===== src/rtl/gpio_bank_pkg.sv =====
package gpio_bank_pkg;

    typedef enum logic [3:0] {
        ADR_PIN_IN   = 4'd0,
        ADR_OUT_VAL  = 4'd1,
        ADR_OUT_EN   = 4'd2,
        ADR_IRQ_EN   = 4'd3,
        ADR_IRQ_STAT = 4'd4,
        ADR_TYPE_LO  = 4'd5,
        ADR_TYPE_HI  = 4'd6,
        ADR_MUX      = 4'd7
    } reg_addr_e;

    typedef enum logic {
        LINE_IDLE    = 1'b0,
        LINE_LATCHED = 1'b1
    } line_state_e;

    localparam logic [3:0] TYPE_ACT_LOW = 4'd1;

    // Mux group that owns a pin, or -1 if the pin has no group.
    function automatic int mux_group(input int pin);
        if (pin >= 0 && pin <= 5)   return 0;
        if (pin >= 6 && pin <= 7)   return 1;
        if (pin >= 8 && pin <= 11)  return 2;
        if (pin >= 15 && pin <= 16) return 3;
        if (pin >= 17 && pin <= 19) return 4;
        if (pin == 20)              return 5;
        if (pin == 21)              return 6;
        return -1;
    endfunction

endpackage


===== src/rtl/gpio_sync.sv =====
module gpio_sync #(
    parameter int WIDTH = 22
) (
    input  logic             clk,
    input  logic             rst_n,
    input  logic [WIDTH-1:0] raw_in,
    output logic [WIDTH-1:0] sync_out
);

    logic [WIDTH-1:0] meta_q;
    logic [WIDTH-1:0] stable_q;

    always_ff @(posedge clk or negedge rst_n) begin
        if (!rst_n) begin
            meta_q   <= '0;
            stable_q <= '0;
        end else begin
            meta_q   <= raw_in;
            stable_q <= meta_q;
        end
    end

    assign sync_out = stable_q;

endmodule


===== src/rtl/gpio_irq_line.sv =====
module gpio_irq_line
    import gpio_bank_pkg::*;
(
    input  logic       clk,
    input  logic       rst_n,
    input  logic       pin_s,
    input  logic [3:0] type_fld,
    input  logic       clr,
    output logic       status
);

    line_state_e state_q;
    line_state_e state_d;
    logic        src_act;

    assign src_act = pin_s ^ (type_fld == TYPE_ACT_LOW);

    always_ff @(posedge clk or negedge rst_n) begin
        if (!rst_n) state_q <= LINE_IDLE;
        else        state_q <= state_d;
    end

    always_comb begin
        state_d = state_q;
        unique case (state_q)
            LINE_IDLE:    if (src_act)         state_d = LINE_LATCHED;
            LINE_LATCHED: if (clr && !src_act) state_d = LINE_IDLE;
            default:                           state_d = LINE_IDLE;
        endcase
    end

    always_comb begin
        status = (state_q == LINE_LATCHED);
    end

    // an active source wins over a simultaneous clear
    a_r6_set_wins: assert property (@(posedge clk) disable iff (!rst_n)
        (clr && src_act) |=> status);

    // clear of an inactive source drops the bit
    a_r5_clear_drops: assert property (@(posedge clk) disable iff (!rst_n)
        (status && clr && !src_act) |=> !status);

    // without a clear a latched bit holds
    a_r5_hold_latched: assert property (@(posedge clk) disable iff (!rst_n)
        (status && !clr) |=> status);

    // an active source latches regardless of enable
    a_r4_latch_on_active: assert property (@(posedge clk) disable iff (!rst_n)
        src_act |=> status);

endmodule


===== src/rtl/gpio_mux_map.sv =====
module gpio_mux_map
    import gpio_bank_pkg::*;
#(
    parameter int NPINS = 22,
    parameter int NMUX  = 7
) (
    input  logic [NMUX-1:0]  mux_sel,
    output logic [NPINS-1:0] alt_sel
);

    for (genvar p = 0; p < NPINS; p++) begin : g_pin
        localparam int GRP = mux_group(p);
        if (GRP >= 0 && GRP < NMUX) begin : g_mapped
            assign alt_sel[p] = mux_sel[GRP];
        end else begin : g_fixed
            assign alt_sel[p] = 1'b0;
        end
    end

endmodule


===== src/rtl/gpio_bank.sv =====
module gpio_bank
    import gpio_bank_pkg::*;
#(
    parameter int NPINS = 22,
    parameter int NIRQ  = 12,
    parameter int NMUX  = 7,
    parameter int DW    = 32
) (
    input  logic             clk,
    input  logic             rst_n,
    input  logic             bus_wr,
    input  logic             bus_rd,
    input  logic [3:0]       bus_addr,
    input  logic [DW-1:0]    bus_wdata,
    output logic [DW-1:0]    bus_rdata,
    input  logic [NPINS-1:0] pins_in,
    output logic [NPINS-1:0] pins_out,
    output logic [NPINS-1:0] pins_oe,
    output logic [NPINS-1:0] alt_sel,
    output logic             irq_out
);

    localparam int TW   = NIRQ * 4;
    localparam int HI_W = TW - 32;

    logic [NPINS-1:0] out_q;
    logic [NPINS-1:0] oe_q;
    logic [NIRQ-1:0]  en_q;
    logic [TW-1:0]    type_q;
    logic [NMUX-1:0]  mux_q;
    logic [DW-1:0]    rdata_q;
    logic [DW-1:0]    rd_word;
    logic [NPINS-1:0] pin_s;
    logic [NIRQ-1:0]  stat;
    logic [NIRQ-1:0]  clr_mask;

    gpio_sync #(.WIDTH(NPINS)) i_sync (
        .clk      (clk),
        .rst_n    (rst_n),
        .raw_in   (pins_in),
        .sync_out (pin_s)
    );

    assign clr_mask = (bus_wr && bus_addr == ADR_IRQ_STAT) ? bus_wdata[NIRQ-1:0] : '0;

    for (genvar i = 0; i < NIRQ; i++) begin : g_line
        gpio_irq_line i_line (
            .clk      (clk),
            .rst_n    (rst_n),
            .pin_s    (pin_s[i]),
            .type_fld (type_q[4*i +: 4]),
            .clr      (clr_mask[i]),
            .status   (stat[i])
        );
    end

    gpio_mux_map #(.NPINS(NPINS), .NMUX(NMUX)) i_mux (
        .mux_sel (mux_q),
        .alt_sel (alt_sel)
    );

    always_ff @(posedge clk or negedge rst_n) begin
        if (!rst_n) begin
            out_q  <= '0;
            oe_q   <= '0;
            en_q   <= '0;
            type_q <= '0;
            mux_q  <= '0;
        end else if (bus_wr) begin
            case (bus_addr)
                ADR_OUT_VAL: out_q          <= bus_wdata[NPINS-1:0];
                ADR_OUT_EN:  oe_q           <= bus_wdata[NPINS-1:0];
                ADR_IRQ_EN:  en_q           <= bus_wdata[NIRQ-1:0];
                ADR_TYPE_LO: type_q[31:0]   <= bus_wdata[31:0];
                ADR_TYPE_HI: type_q[TW-1:32] <= bus_wdata[HI_W-1:0];
                ADR_MUX:     mux_q          <= bus_wdata[NMUX-1:0];
                default: ;
            endcase
        end
    end

    always_comb begin
        rd_word = '0;
        case (bus_addr)
            ADR_PIN_IN:   rd_word[NPINS-1:0] = pin_s;
            ADR_OUT_VAL:  rd_word[NPINS-1:0] = out_q;
            ADR_OUT_EN:   rd_word[NPINS-1:0] = oe_q;
            ADR_IRQ_EN:   rd_word[NIRQ-1:0]  = en_q;
            ADR_IRQ_STAT: rd_word[NIRQ-1:0]  = stat;
            ADR_TYPE_LO:  rd_word[31:0]      = type_q[31:0];
            ADR_TYPE_HI:  rd_word[HI_W-1:0]  = type_q[TW-1:32];
            ADR_MUX:      rd_word[NMUX-1:0]  = mux_q;
            default:      rd_word = '0;
        endcase
    end

    always_ff @(posedge clk or negedge rst_n) begin
        if (!rst_n)      rdata_q <= '0;
        else if (bus_rd) rdata_q <= rd_word;
    end

    assign bus_rdata = rdata_q;
    assign pins_out  = out_q;
    assign pins_oe   = oe_q;
    assign irq_out   = |(stat & en_q);

    // output enable follows its write on the next cycle
    a_r2_oe_follows_write: assert property (@(posedge clk) disable iff (!rst_n)
        (bus_wr && bus_addr == ADR_OUT_EN) |=> (pins_oe == $past(bus_wdata[NPINS-1:0])));

    // read data holds between reads
    a_r3_rdata_holds: assert property (@(posedge clk) disable iff (!rst_n)
        !bus_rd |=> $stable(bus_rdata));

    // the shared interrupt always has a latched source behind it
    a_r7_irq_has_source: assert property (@(posedge clk) disable iff (!rst_n)
        irq_out |-> ($countones(stat) > 0));

endmodule


===== config.mk =====
export PLATFORM = sky130hd
export DESIGN_NAME = gpio_bank
export DESIGN_NICKNAME = d
export VERILOG_FILES = /design/src/rtl/gpio_bank_pkg.sv /design/src/rtl/gpio_sync.sv /design/src/rtl/gpio_irq_line.sv /design/src/rtl/gpio_mux_map.sv /design/src/rtl/gpio_bank.sv
export SDC_FILE = /design/constraint.sdc
export NUM_CORES = 1
export LEC_CHECK = 0
export CAP_MARGIN = 20
export CORE_ASPECT_RATIO = 1.1
export CORE_MARGIN = 2
export CORE_UTILIZATION = 52
export DETAILED_ROUTE_END_ITERATION = 7
export HOLD_SLACK_MARGIN = 0.08
export PLACE_DENSITY = 0.8
export SKIP_CTS_REPAIR_TIMING = 1
export SLEW_MARGIN = 10
export SYNTH_ARGS = -nofsm -noshare
export SYNTH_HDL_FRONTEND = slang
export SYNTH_SLANG_ARGS = --single-unit

===== constraint.sdc =====
create_clock -name clk -period 1.4 [get_ports clk]
set_clock_uncertainty 0.15 [all_clocks]
set_input_delay 0.14 -clock clk [delete_from_list [all_inputs] [get_ports clk]]
set_output_delay 0.14 -clock clk [all_outputs]
set_load 0.02 [all_outputs]

==> impl_metrics.ini <==
[route]
remaining_drc_errors = 0
dr.first_iter.drc_count = 387
avgRoutedWirePerCell_um = 22.6
vias_per_cell = 5.87
drt_pass1_iterations = 5
ant_nets = 0
via_count = 6347
wl_final_mm = 24.5

[global_route]
grt.met3_usage_pct = 5.79
grt_max_degree = 55
wire_length_of_the_first_global_routing_pass_mm = 36.4
grt_antenna_before_repair = 0
grt_use_met1_pct = 33.7
total_grt_usage_pct = 27.6
globalRoute.busiestLayer = met2
grt.overflow.total = 0
grt_pass1_vias = 6623
globalRouteMet2Util_pct = 48.3

[sta]
setup_ws_ps = -496
final_max_slew_viol_count = 0
hold_viol = 0
slew-limit-headroom_pct = 58.7
post-route-min-period_ps = 1900
clock.fmax_mhz = 527
final.period_utilization_pct = 135
rsz0062_at_grt = yes
timing_worst_slew_pin_value_ps = 619
setup_violations = 2
fin_setup_tns_ps = -532

[cells_and_area]
design.final.nets = 935
finalInstanceArea_um2 = 12000
area_delta_synth_final_pct = 41.1
antenna_cells_inserted = 0
drive_gt1_share_pct = 31.7

[clock_tree]
cts_buffer_depth = 2
clk_pin_slew_ps = 70
clk-insertion-delay-late_ps = 430
tritoncts_num_sinks = 199
cts-buffers-inserted = 17
cts_tree = built
number_of_levels_the_h_tree_was_split_into = 4
clock_tree.root_cell = clkbuf_16

[yosys]
yosys.area_share.xor_xnor_pct = 1.24
yosys_top_cell_area_share_pct = 58.7
synthesis.area_per_instance_um2 = 13.7
ys_ff_latch = 199
synth_fa_ha_area_share_pct = 0
yosysWarnings = 0
gate_count_of_the_mapped_netlist = 618
synthSimpleGateAreaFrac_pct = 7.06
synth-main-ff-cell = dfrtp_1
count_of_different_cell_masters_after_synthesis = 49
edff_count_synth = 0
synth.yosys.seq_area_share_pct = 58.7
async_flop_share_pct = 100
synth_top_family_by_area = multiplexers
synth_area_um2 = 8480
yosysTopAreaCell = dfrtp_1
synth_compound_gate_area_share_pct = 11.4
muxShareOfSynthArea_pct = 17.6
yosys-top-cells-area = dfrtp_1 59%, mux2_2 11%, mux2_1 4.0%, mux2i_1 2.8%, buf_4 2.2%

[worst_setup_path]
setup.worst_path.end_class = primary output
worst-r2r-cell-count = 4
timing.reg2reg.setup_slack_ps = -40
criticalPathCategory = reg -> out
critPathRequiredTime_ps = 1110
crit-reg2reg-capture = bus_rdata[4]
critical_path.startpoint_type = register
cp.arrival_ps = 1610
timing.rr.start = en_q[4]
cp_max_fo = 2

[pwr]
power.ir.vdd_worst_mv = 0.940
power_density_nw_per_um2 = 1320
p_leak_uw = 0.00622

[die]
row_count = 48
die_h_um = 138
floorplan.io_pins = 161
floorplan.die_area_um2 = 17400
core_area_um2 = 15900
chipWidth_um = 126
starting_density_of_the_core_pct = 53.5

[hold_path]
hold_class = in -> async

[placement]
gp_routability_congestion = 0.895
placed_area_um2 = 10900
port-buffer-count = 157
hpwl_mm = 17.5

[run_status]
violations_in_the_final_reports = negative setup slack
result_of_the_run = finished with violations

[job]
cap_viol_max_count = 0
critical path, stage by stage, from the launching register on:
cell and delay [ps]:
dfrtp_1 380, a22o_1 280, a221oi_2 230, nand3_1 130, buf_6 150
stage by stage:
| stage | setup WS, ps | power [uW] | util (%) | hold slack, ps | instances |
|---|---|---|---|---|---|
| floorplan | 4.33 | 9200 | - | -306 | 620 |
| global placement | -785 | 11100 | 68.6 | -84.6 | 1029 |
| detailed placement | -809 | 11300 | 68.6 | -77.2 | 1029 |
| CTS | -948 | 15900 | 72.1 | -535 | 1057 |
| global route | -574 | 16400 | 75.5 | 56.4 | 1082 |
| finish | -496 | 15900 | 75.5 | 38.1 | 1082 |
area by class of cell:
| cell class | count | area, um^2 |
|---|---|---|
| tap | 200 | 250 |
| clock inverter | 7 | 72.6 |
| multi-input combinational | 367 | 3320 |
| timing repair buffer | 287 | 2860 |
| clock buffer | 21 | 480 |
| sequential | 199 | 4980 |
| inverter | 1 | 3.75 |
| fill | 1000 | 3890 |
cells by family (layout without fill, tap and decap cells):
logic type | after synthesis | after routing
AO/OA/AOI/OAI | 127 | 127
XOR/XNOR | 12 | 12
buffers and inverters | 54 | 316
flip-flops | 199 | 199
multiplexers | 135 | 135
other | 1 | 3
AND/OR/NAND/NOR | 90 | 90
Yosys cell counts (6+ instances only):
| cell type | n |
|---|---|
| nor4b_1 | 12 |
| mux2_1 | 30 |
| a21o_1 | 13 |
| nand2_1 | 15 |
| a2bb2oi_1 | 10 |
| clkbuf_1 | 8 |
| mux2i_1 | 24 |
| a22o_1 | 21 |
| o2bb2ai_1 | 11 |
| a22oi_1 | 20 |
| o22ai_1 | 8 |
| nand3b_1 | 15 |
| a31oi_1 | 8 |
| xor2_1 | 12 |
| mux2_2 | 81 |
| nor2b_1 | 6 |
| a21oi_1 | 20 |
| buf_4 | 25 |
| buf_2 | 16 |
| dfrtp_1 | 199 |
| nor2_1 | 7 |
| o22a_1 | 6 |
cell usage in the layout (no fill, tap or decap), types with 10 or more instances in the layout:
cell / synthesis / final
mux2i_1: 24 / 24
dlygate4sd3_1: 0 / 23
clkdlybuf4s50_1: 0 / 55
nor4b_2: 0 / 11
nand3b_1: 15 / 15
xor2_1: 12 / 12
clkbuf_16: 0 / 17
a22o_1: 21 / 20
dlymetal6s2s_1: 0 / 83
o2bb2ai_1: 11 / 11
buf_4: 25 / 96
a2bb2oi_1: 10 / 10
mux2_1: 30 / 30
clkbuf_2: 1 / 17
a22oi_1: 20 / 20
nand2_1: 15 / 15
dfrtp_1: 199 / 196
a21oi_1: 20 / 18
mux2_2: 81 / 81
a21o_1: 13 / 13
state kept, by name (all words and copies together), names as in the netlist:
name and flops:
bus_rdata 32, en_q 12, g_line.i_line.status 12, i_sync.meta_q 22, i_sync.sync_out 22, mux_q 7
pins_oe 22, pins_out 22, type_q 48
worst max-delay path by stage:
stage	endpoint	depth (start not counted)	start	slack (ps)
2_1_floorplan	type_q[37]	5	bus_addr[0]	4
3_3_place_gp	pins_oe[21]	6	bus_addr[2]	-780
3_5_place_dp	pins_oe[17]	6	bus_addr[2]	-810
4_1_cts	irq_out	4	en_q[7]	-950
5_1_grt	irq_out	4	en_q[7]	-570
6_report	irq_out	4	g_line[7].i_line.status	-500
routing by layer:
| metal | vias to the layer above | share of wire [%] |
|---|---|---|
| li1 | 2777 | - |
| met3 | 59 | 5.9 |
| met2 | 254 | 52 |
| met5 | - | 0 |
| met4 | 0 | 3.2 |
| met1 | 3257 | 39 |
where the power goes:
| group | switching [uW] | internal [uW] | leakage [uW] |
|---|---|---|---|
| Sequential | 758 | 6620 | 0.00242 |
| Clock | 2050 | 2600 | 0.000269 |
| Combinational | 1800 | 2020 | 0.00353 |
| Total | 4610 | 11200 | 0.00622 |
(Power assumes the default switching activity.)
